==> config.mk <==
export PLATFORM = sky130hd
export DESIGN_NAME = pause_holdoff
export DESIGN_NICKNAME = d
export VERILOG_FILES = /design/src/rtl/pause_pkg.sv /design/src/rtl/pause_slot_prescaler.sv /design/src/rtl/pause_quanta_counter.sv /design/src/rtl/pause_grant_gate.sv /design/src/rtl/pause_holdoff.sv
export SDC_FILE = /design/constraint.sdc
export NUM_CORES = 1
export LEC_CHECK = 0
export ABC_CLOCK_PERIOD_IN_PS = 2200
export CORE_MARGIN = 2
export CORE_UTILIZATION = 41
export CTS_CLUSTER_DIAMETER = 200
export DETAILED_ROUTE_END_ITERATION = 10
export DONT_BUFFER_PORTS = 1
export GPL_TIMING_DRIVEN = 0
export PLACE_DENSITY = 0.68
export SETUP_SLACK_MARGIN = 0.2
export SYNTH_ARGS = -nofsm -noshare
export SYNTH_HDL_FRONTEND = slang
export SYNTH_SLANG_ARGS = --single-unit
==> constraint.sdc <==
create_clock -name clk -period 2.2 [get_ports clk]
set_clock_uncertainty 0.1 [all_clocks]
set_input_delay 0.33 -clock clk [delete_from_list [all_inputs] [get_ports clk]]
set_output_delay 0.33 -clock clk [all_outputs]
set_load 0.02 [all_outputs]
==> src/rtl/pause_pkg.sv <==
// Package: shared defaults for the pause holdoff block.
// Assumes: users override these only through module parameters.
package pause_pkg;
    localparam int unsigned DEF_QUANTA_W  = 16;
    localparam int unsigned DEF_SLOT_BITS = 512;

    // Width needed to count positions 0..n-1 (at least 1).
    function automatic int unsigned cnt_width(input int unsigned n);
        return (n <= 2) ? 1 : $clog2(n);
    endfunction
endpackage

==> src/rtl/pause_slot_prescaler.sv <==
// Module: pause_slot_prescaler
// Counts bit-time ticks and emits one strobe per SLOT_BITS ticks while run_i is high.
// Assumes: clear_i restarts the slot; when run_i is low the count is held at zero.
module pause_slot_prescaler #(
    parameter int unsigned SLOT_BITS = pause_pkg::DEF_SLOT_BITS
) (
    input  logic clk,
    input  logic rst_n,
    input  logic clear_i,
    input  logic run_i,
    input  logic tick_i,
    output logic slot_o
);
    localparam int unsigned PW = pause_pkg::cnt_width(SLOT_BITS);
    localparam logic [PW-1:0] LAST = PW'(SLOT_BITS - 1);

    logic [PW-1:0] pos_q;

    // Purpose: flag the tick that completes a slot.
    always_comb begin
        slot_o = run_i && tick_i && !clear_i && (pos_q == LAST);
    end

    // Purpose: advance the slot position on each tick, wrapping at the slot end.
    always_ff @(posedge clk) begin
        if (!rst_n) begin
            pos_q <= '0;
        end else if (clear_i || !run_i) begin
            pos_q <= '0;
        end else if (tick_i) begin
            pos_q <= (pos_q == LAST) ? '0 : pos_q + 1'b1;
        end
    end
endmodule

==> src/rtl/pause_quanta_counter.sv <==
// Module: pause_quanta_counter
// Holds the remaining pause quanta, loads on request and steps down per slot.
// Assumes: a load takes priority over a step; a step at zero is ignored.
module pause_quanta_counter #(
    parameter int unsigned QUANTA_W = pause_pkg::DEF_QUANTA_W
) (
    input  logic                clk,
    input  logic                rst_n,
    input  logic                load_i,
    input  logic [QUANTA_W-1:0] value_i,
    input  logic                step_i,
    output logic [QUANTA_W-1:0] count_o,
    output logic                active_o
);
    logic [QUANTA_W-1:0] count_q;

    // Purpose: report a nonzero count as an active holdoff.
    always_comb begin
        count_o  = count_q;
        active_o = (count_q != '0);
    end

    // Purpose: load a new quanta value or step down once per slot.
    always_ff @(posedge clk) begin
        if (!rst_n) begin
            count_q <= '0;
        end else if (load_i) begin
            count_q <= value_i;
        end else if (step_i && (count_q != '0)) begin
            count_q <= count_q - 1'b1;
        end
    end
endmodule

==> src/rtl/pause_grant_gate.sv <==
// Module: pause_grant_gate
// Combines the holdoff state with the transmitter busy flag into a start grant.
// Assumes: the scheduler starts a frame only while the grant is high.
module pause_grant_gate (
    input  logic holdoff_i,
    input  logic busy_i,
    output logic grant_o
);
    // Purpose: allow a new frame only when idle and not held off.
    always_comb begin
        grant_o = !holdoff_i && !busy_i;
    end
endmodule

==> src/rtl/pause_holdoff.sv <==
// Module: pause_holdoff (top)
// Blocks the start of new frames for the quanta time of an accepted pause request.
// Assumes: pause_valid_i is a single-cycle strobe with a decoded value; bit_tick_i
// pulses once per bit time; requests count only in full-duplex operation.
module pause_holdoff #(
    parameter int unsigned QUANTA_W  = pause_pkg::DEF_QUANTA_W,
    parameter int unsigned SLOT_BITS = pause_pkg::DEF_SLOT_BITS
) (
    input  logic                clk,
    input  logic                rst_n,
    input  logic                full_duplex_i,
    input  logic                pause_valid_i,
    input  logic [QUANTA_W-1:0] pause_quanta_i,
    input  logic                bit_tick_i,
    input  logic                tx_busy_i,
    output logic                tx_grant_o,
    output logic                paused_o
);
    logic                accept;
    logic                slot_done;
    logic                active;
    logic [QUANTA_W-1:0] count_q;

    // Purpose: accept a request only in full-duplex operation.
    always_comb begin
        accept = pause_valid_i && full_duplex_i;
    end

    pause_slot_prescaler #(
        .SLOT_BITS (SLOT_BITS)
    ) u_slot (
        .clk     (clk),
        .rst_n   (rst_n),
        .clear_i (accept),
        .run_i   (active),
        .tick_i  (bit_tick_i),
        .slot_o  (slot_done)
    );

    pause_quanta_counter #(
        .QUANTA_W (QUANTA_W)
    ) u_count (
        .clk      (clk),
        .rst_n    (rst_n),
        .load_i   (accept),
        .value_i  (pause_quanta_i),
        .step_i   (slot_done),
        .count_o  (count_q),
        .active_o (active)
    );

    pause_grant_gate u_gate (
        .holdoff_i (active),
        .busy_i    (tx_busy_i),
        .grant_o   (tx_grant_o)
    );

    // Purpose: expose the holdoff state.
    always_comb begin
        paused_o = active;
    end
endmodule

### Word level (Yosys, flattened, before mapping)

Index checks and enable logic that the tools add are counted.

* logic and storage cells: 22
* flip-flop bits (word level): 25
* output and inout port bits: 2
* bits of input ports: 22

* equality and inequality tests: 1
* reduce and logical (&&, ||, !) cells: 13
* $add $sub $neg: 2
* bitwise operators: 1
* muxes and demuxes: 3

Operator list (number)
* $mux W16: 2
* $reduce_bool A16 Y1: 1
* $sub A16 B1 Y16 const B: 1
* $add A9 B1 Y9 const B: 1
* $eq A9 B9 Y1 const B: 1
* $mux W9: 1
* $logic_and A1 B1 Y1: 6
* $logic_not A1 Y1: 3
* $reduce_bool A2 Y1: 1
* $reduce_or A2 Y1: 1
* $logic_or A1 B1 Y1: 1
* $not A1 Y1: 1

### Longest topological paths before layout

Gate-level depths: netlist of run 1.

* depth after elaboration: 7
* mapped depth: 9
* depth with buffers taken out: 8

### Cells and area by module

A second synthesis of run 1 with hierarchy kept.

* cell total of the unflattened synthesis: 162
* area, all modules: 1377.6 um2

Modules (own cells, without submodules)
* pause_quanta_counter: area an instance 927.1 um2, cells an instance 111, seq. area each 320.3 um2, times used 1
* pause_slot_prescaler: area an instance 440.4 um2, cells an instance 49, seq. area each 180.2 um2, times used 1
* pause_holdoff: area an instance 6.3 um2, cells an instance 1, seq. area each 0.0 um2, times used 1
* pause_grant_gate: area an instance 3.8 um2, cells an instance 1, seq. area each 0.0 um2, times used 1

### Least setup slack after synthesis of run 1

Ideal clock, no wire load.

* kind: register to register
* from: register u_slot.pos_q[0]
* to: register u_count.count_q[11] (netlist: u_count.count_o[11])
* data required time: 2.026 ns
* clock period less this slack: 2.324 ns
* stages on the path, launching flop included: 10
* slack: -0.124 ns
* buffers on the path: 1
* data arrival time: 2.150 ns
* setup time: 0.074 ns
* path through: dfxtp_1 -> ha_1 -> nand3_1 -> nor3_1 -> ha_1 -> nand2_1 -> clkbuf_1 -> or4_1 -> or4_1 -> a31oi_1

* word-level cells in the longest chain between the ends: 4

RTL lines
* start, declared: RTL line pause_slot_prescaler.sv:17 `logic [PW-1:0] pos_q;`
* start signal, assigned: RTL line pause_slot_prescaler.sv:31 `pos_q <= (pos_q == LAST) ? '0 : pos_q + 1'b1;`
* $eq A9 B9 Y1: RTL line pause_slot_prescaler.sv:21 `slot_o = run_i && tick_i && !clear_i && (pos_q == LAST);`
* $logic_and A1 B1 Y1: RTL line pause_slot_prescaler.sv:21
* $logic_and A1 B1 Y1: RTL line pause_quanta_counter.sv:29 `end else if (step_i && (count_q != '0)) begin`
* $reduce_bool A2 Y1 (no source line)
* end signal, assigned: RTL line pause_quanta_counter.sv:28 `count_q <= value_i;`
* end signal, assigned: RTL line pause_quanta_counter.sv:30 `count_q <= count_q - 1'b1;`
* end, declared: RTL line pause_quanta_counter.sv:15 `logic [QUANTA_W-1:0] count_q;`

Every way passes these cells.
A chain may end at the register's enable or synchronous reset.

### Final worst setup path of run 1

* from: register u_slot.pos_q[1]
* to: register u_count.count_q[6] (netlist: u_count.count_o[6])

Same word-level chain as after synthesis.

==> flow_metrics.env, run 1 <==
export IMPL_port_buffers=0
export IMPL_grt_pass1_vias=1482
export IMPL_ys_types=35
export IMPL_violations="negative setup slack"
export IMPL_n_antenna_cell=0
export IMPL_crit_path_start_kind="flip-flop"
export IMPL_rows=21
export IMPL_floorplan_initialDensity_pct=42.78
export IMPL_setup_viol=8
export IMPL_r2r_setup_slack_ns=-0.17
export IMPL_cts_root_buf="clkbuf_4"
export IMPL_die_h_um=63.01
export IMPL_coreArea_um2=3337
export IMPL_clkTransAtPathRegs_ns=0.13
export IMPL_grt_pass1_wl_mm=6.831
export IMPL_die_w_um=63.01
export IMPL_irDropWorstVdd_mv=0.3455
export IMPL_rsz0062_at_grt="true"
export IMPL_min_path_type="in -> reg"
export IMPL_critical_path_max_fanout=5
export IMPL_cp_data_arrival_time_ns=2.52
export IMPL_path_class="reg -> reg"
export IMPL_cts_buffer_depth=2
export IMPL_yosys_area_top_type="dfxtp_1"
export IMPL_dpl_hpwl_mm=2.597
export IMPL_nNetsFinal=234
export IMPL_pre_cts_ws_ns=-0.1463
export IMPL_track_usage_pct=21.63
export IMPL_finalWorstSetupSlack_ns=-0.1703
export IMPL_slew_headroom_pct=54.58
export IMPL_hold_viol=0
export IMPL_yosysWarnings=0
export IMPL_synth_nets=203
export IMPL_min_period_ns=2.370
export IMPL_ys_ff_latch=25
export IMPL_syn_inst=178
export IMPL_io_pins=24
export IMPL_leakage_uw=0.0007350
export IMPL_status="finished, violations left"
export IMPL_cts_tree="yes"
export IMPL_die_area_um2=3970
export IMPL_max_freq_ghz=0.4219
export IMPL_gp_congestion=0.8299
export IMPL_grt_overflow=0
export IMPL_power_density_nw_per_um2=492.4
export IMPL_ys_seq_area_share_pct=35.06
export IMPL_h_tree_depth=1
export IMPL_vias=1576
export IMPL_stdcell_area_um2=2066
export IMPL_drive_gt1_share_pct=41.35
export IMPL_synth_top_area_share_pct=35.06
export IMPL_numCtsBuffers=3
export IMPL_post_synth_cell_area_avg_um2=8.020
export IMPL_max_cap_viol_count=0
export IMPL_synth_area_um2=1428
export IMPL_antenna_left=0
export IMPL_viasPerCell=6.205
export IMPL_required_ns=2.35
export IMPL_wl_per_cell_um=17.31
export IMPL_grt_max_degree=14
export IMPL_finalMaxSlewViolations=0
export IMPL_syn_to_final_growth_pct=44.70
export IMPL_layout_commonest_cell="buf_4"
export IMPL_clock_latency_ns=0.32
export IMPL_place_area_um2=1556
export IMPL_cts_hold_buf=0
export IMPL_fin_crit_sh_pct=107.7
export IMPL_tightest_slew_ns=0.6750
export IMPL_layout_common_cells="buf_4 (19), dfxtp_1 (14), nor2_1 (12), o21ai_0 (12), a31oi_1 (11)"
export IMPL_p_total_uw=1017
export IMPL_cts_sinks=25
export IMPL_drtIter0Drc=140
export IMPL_routed_wl_mm=4.398
export IMPL_utilization_pct=61.90
export IMPL_yosys_top_cells_area="dfxtp_1 (35%), or4_1 (7.4%), or3_1 (5.7%)"
export IMPL_antenna_found_initial=0
export IMPL_remaining_drc_errors=0
export IMPL_drt_pass1_iter_count=4
export IMPL_endpoint_kind="flip-flop"
==> per-stage QoR <==
| stage | hold WS [ns] | setup TNS [ns] | cells |
|---|---|---|---|
| after CTS | 0.01617 | -0.3556 | 247 |
| final | 0.01903 | -0.8721 | 254 |
| after global routing | 0.02200 | -1.660 | 254 |
| after floorplan | 0.3634 | 0 | 178 |
| after global placement | 0.3767 | -0.4273 | 224 |
| after detailed placement | 0.3757 | -1.189 | 224 |
==> cell usage after synthesis <==
cell,n
dfxtp_1,25
nor2_1,15
o21ai_0,14
or4_1,14
or3_1,13
a31oi_1,11
nand2_1,11
o31ai_1,10
clkbuf_1,8
nand3_1,7
nor3_1,7
inv_1,4
xnor2_1,4
ha_1,3
nor4_1,3
xor2_1,3
a311oi_1,2
and2_1,2
and3_1,2
buf_2,2
mux2i_1,2
nand2b_1,2
nand4_1,2
a21oi_1,1
buf_1,1
buf_4,1
nand4b_1,1
nor4_2,1
o2111ai_1,1
o211ai_1,1
o21a_1,1
or2_2,1
or4_4,1
or4b_1,1
or4b_2,1
==> critical path, cell delays in order (launching register included) <==
cell	delay (ns)
dfxtp_2	0.38
ha_4	0.16
nand3_4	0.09
nor3_4	0.12
ha_2	0.20
nand2_2	0.08
or3_4	0.45
buf_8	0.14
or3_4	0.32
a311oi_2	0.25
==> where the power goes <==
part	leakage [uW]	total [uW]	internal, uW	switching, uW
Clock	0.0000150	211	71.1	140
Combinational	0.000510	298	149	149
Sequential	0.000210	508	477	31.7
==> cell type report <==
cell class,instances,area (um2)
fillers,290,1271
repair buffers,26,260.3
inverters,4,15.01
multi-input cells,137,1082
well taps,46,57.56
clock buffers,4,26.28
flip-flops and latches,25,519.2
plain buffers,12,105.1
==> path summary, 6_finish.rpt <==
check	endpoint	cells past startpoint	from
worst max-delay path	u_count.count_o[6]	9	u_slot.pos_q[1]
worst min-delay path	u_count.count_o[7]	2	rst_n
worst max register to register	u_count.count_o[6]	9	u_slot.pos_q[1]
worst min register to register	u_count.count_o[4]	2	u_count.count_o[4]
==> sequential cells by signal, summed over array words and instances (netlist names) <==
name             flops
u_count.count_o     16
u_slot.pos_q         9
==> kinds of logic after synthesis <==
kind of cell | synth area share (%)
muxes | 1.402
AOI/OAI and AO/OA | 18.23
xor gates and xnor gates | 4.295
buffers and inverters | 4.645
adders and majority gates | 2.630
and+or+nand+nor | 33.74
DFF | 35.06
==> routing by layer <==
layer | track usage, % | share of wire (%) | vias up
met4 | 7.500 | 3.1 | 0
met3 | 6.306 | 8.2 | 15
met1 | 26.64 | 41 | 753
li1 | - | - | 739
met5 | 0 | 0 | -
met2 | 35.77 | 48 | 69
==> repair_timing <==
action                                  4_1_cts  5_1_grt
cloned                                        1        1
setup buffers                                18        6
gates resized for setup                      39       27
pin swaps                                    32       17
endpoints found under the setup margin       27       27
Note: power is estimated with default switching activity, not from simulation.
==> run 2: changes to the inputs <==
--- a/config.mk
+++ b/config.mk
@@ -14,6 +14,7 @@
 export GPL_TIMING_DRIVEN = 0
 export PLACE_DENSITY = 0.68
 export SETUP_SLACK_MARGIN = 0.2
+export SKIP_CTS_REPAIR_TIMING = 1
 export SYNTH_ARGS = -nofsm -noshare
 export SYNTH_HDL_FRONTEND = slang
 export SYNTH_SLANG_ARGS = --single-unit
==> run 2 against run 1 <==
  * The run still ends with negative setup slack left
  * Critical path depth unchanged
  * Total power decreased by 7.7%
  * Worst hold slack gained 0.0051 ns
  * Die area unchanged
  * Sequential share of layout area is 3.2 points higher
  * Via count down 7.0%
  * Register-to-register slack better by 0.03 ns
  * Fmax rose by 1.2%
  * Setup slack improved by 0.027 ns
  * Final cell count fell by 4.3%
  * Non-clock buffer count shrank 11
  * Highest routed layer unchanged
==> flow_metrics.env, run 2 (synthesized netlist as in run 1, its figures left out) <==
export IMPL_hold_start="rst_n"
export IMPL_path_class="reg -> reg"
export IMPL_regArea_um2=520.5
export IMPL_setup_tns_ns=-0.5473
export IMPL_power_density_nw_per_um2=511.7
export IMPL_grt_max_degree=14
export IMPL_p_sw_uw=283.9
export IMPL_drt_pass1_iter_count=4
export IMPL_floorplan_initialDensity_pct=42.78
export IMPL_slew_headroom_pct=61.21
export IMPL_crit_path_end="u_count.count_o[8]"
export IMPL_reg2reg_depth=9
export IMPL_clkTransAtPathRegs_ns=0.14
export IMPL_r2r_end="u_count.count_o[8]"
export IMPL_critical_path_max_fanout=10
export IMPL_max_cap_viol_count=0
export IMPL_multi_input_area_um2=997.2
export IMPL_required_ns=2.35
export IMPL_clockPowerShare_pct=21.9
export IMPL_die_area_um2=3970
export IMPL_dpl_hpwl_mm=2.597
export IMPL_n_antenna_cell=0
export IMPL_clock_latency_ns=0.32
export IMPL_min_path_type="in -> reg"
export IMPL_viasPerCell=6.033
export IMPL_layout_common_cells="dfxtp_1 (15), nor2_1 (14), o21ai_0 (14)"
export IMPL_nNetsFinal=223
export IMPL_gp_congestion=0.8299
export IMPL_layout_commonest_cell="dfxtp_1"
export IMPL_pwr_share_comb_pct=24.1
export IMPL_finalWorstSetupSlack_ns=-0.1431
export IMPL_io_pins=24
export IMPL_crit_chain="ha_4 > nand3_4 > nor3_4 > ha_2 > nand2_2 > or3_1 > clkbuf_8 > or4_1 > a31oi_1"
export IMPL_irDropWorstVdd_mv=0.3332
export IMPL_fin_crit_sh_pct=106.5
export IMPL_wl_per_cell_um=15.74
export IMPL_tightest_slew_ns=0.5765
export IMPL_cts_tree="yes"
export IMPL_rsz0062_at_grt="true"
export IMPL_r2r_setup_slack_ns=-0.14
export IMPL_nFillCells=324
export IMPL_status="finished, violations left"
export IMPL_startpoint="u_slot.pos_q[1]"
export IMPL_setup_viol=5
export IMPL_rows=21
export IMPL_antenna_found_initial=0
export IMPL_cp_slowest_stage_delay_ns=0.40
export IMPL_cts_root_buf="clkbuf_4"
export IMPL_die_w_um=63.01
export IMPL_routed_wl_mm=3.825
export IMPL_r2r_start="u_slot.pos_q[1]"
export IMPL_cts_sinks=25
export IMPL_vias=1466
export IMPL_grt_overflow=0
export IMPL_largest_reg_flops=16
export IMPL_cts_buffer_depth=2
export IMPL_p_seq_share_pct=54.0
export IMPL_die_h_um=63.01
export IMPL_cp_data_arrival_time_ns=2.49
export IMPL_endpoint_kind="flip-flop"
export IMPL_p_int_uw=654.7
export IMPL_netSwitchingFraction_pct=30.24
export IMPL_h_tree_depth=1
export IMPL_crit_slowest_cell="or4_1"
export IMPL_antenna_left=0
export IMPL_syn_to_final_growth_pct=28.48
export IMPL_crit_path_start_kind="flip-flop"
export IMPL_leakage_uw=0.0006484
export IMPL_finalMaxSlewViolations=0
export IMPL_hold_viol=0
export IMPL_max_freq_ghz=0.4268
export IMPL_numCtsBuffers=3
export IMPL_drtIter0Drc=68
export IMPL_port_buffers=0
export IMPL_utilization_pct=54.97
export IMPL_coreArea_um2=3337
export IMPL_remaining_drc_errors=0
export IMPL_grt_pass1_wl_mm=5.989
export IMPL_min_period_ns=2.343
export IMPL_drive_gt1_share_pct=29.95
export IMPL_track_usage_pct=18.71
export IMPL_violations="negative setup slack"
export IMPL_grt_pass1_vias=1314
-- run 2: cell type report --
| class | count | share of cell area (%) |
|---|---|---|
| inverters | 4 | 0.8186 |
| well taps | 46 | 3.138 |
| plain buffers | 12 | 5.457 |
| clock buffers | 4 | 1.432 |
| repair buffers | 15 | 6.412 |
| flip-flops and latches | 25 | 28.38 |
| multi-input cells | 137 | 54.37 |
-- run 2: metal layers --
layer | vias up | GRT usage [%] | routed length (um)
met1 | 717 | 24.28 | 1779
met2 | 33 | 31.25 | 1824
met3 | 2 | 5.405 | 202
met5 | - | 0 | 0
li1 | 714 | - | -
met4 | 0 | 2.778 | 19
-- run 2: power by group through the flow --
stage / Combinational, uW / Sequential [uW] / Clock [uW]
CTS: 170 / 505 / 215
global placement: 165 / 512 / 0
global route: 248 / 510 / 237
finish: 226 / 507 / 206
detailed placement: 169 / 514 / 0
floorplan: 137 / 506 / 0
-- run 2: how the worst min path moves through the flow --
stage                               end  slack [ns]  cells past startpoint
floorplan               u_slot.pos_q[8]        0.36                      2
global placement    u_count.count_o[10]        0.38                      2
detailed placement   u_count.count_o[7]        0.38                      2
CTS                  u_count.count_o[7]        0.02                      2
global route        u_count.count_o[10]        0.02                      2
finish               u_count.count_o[7]        0.02                      2
-- run 2: worst max-delay path, delay by kind of cell (launching register included) --
kind	cells	cell delay, ns
buf+inv	1	0.17
fa+ha+maj	2	0.36
compound gates	1	0.19
simple gates	5	1.08
flops	1	0.39
-- run 2: stage by stage --
| stage | hold slack [ns] | instance area, um2 | setup WS (ns) | total power, uW | cells |
|---|---|---|---|---|---|
| floorplan | 0.3634 | 1499 | 0.005523 | 643.5 | 178 |
| global placement | 0.3767 | 1556 | -0.08351 | 677.8 | 224 |
| detailed placement | 0.3757 | 1556 | -0.1463 | 683.2 | 224 |
| CTS | 0.02331 | 1583 | -0.2567 | 890.0 | 228 |
| global route | 0.01544 | 1834 | -0.2589 | 994.7 | 243 |
| finish | 0.02414 | 1834 | -0.1431 | 938.6 | 243 |
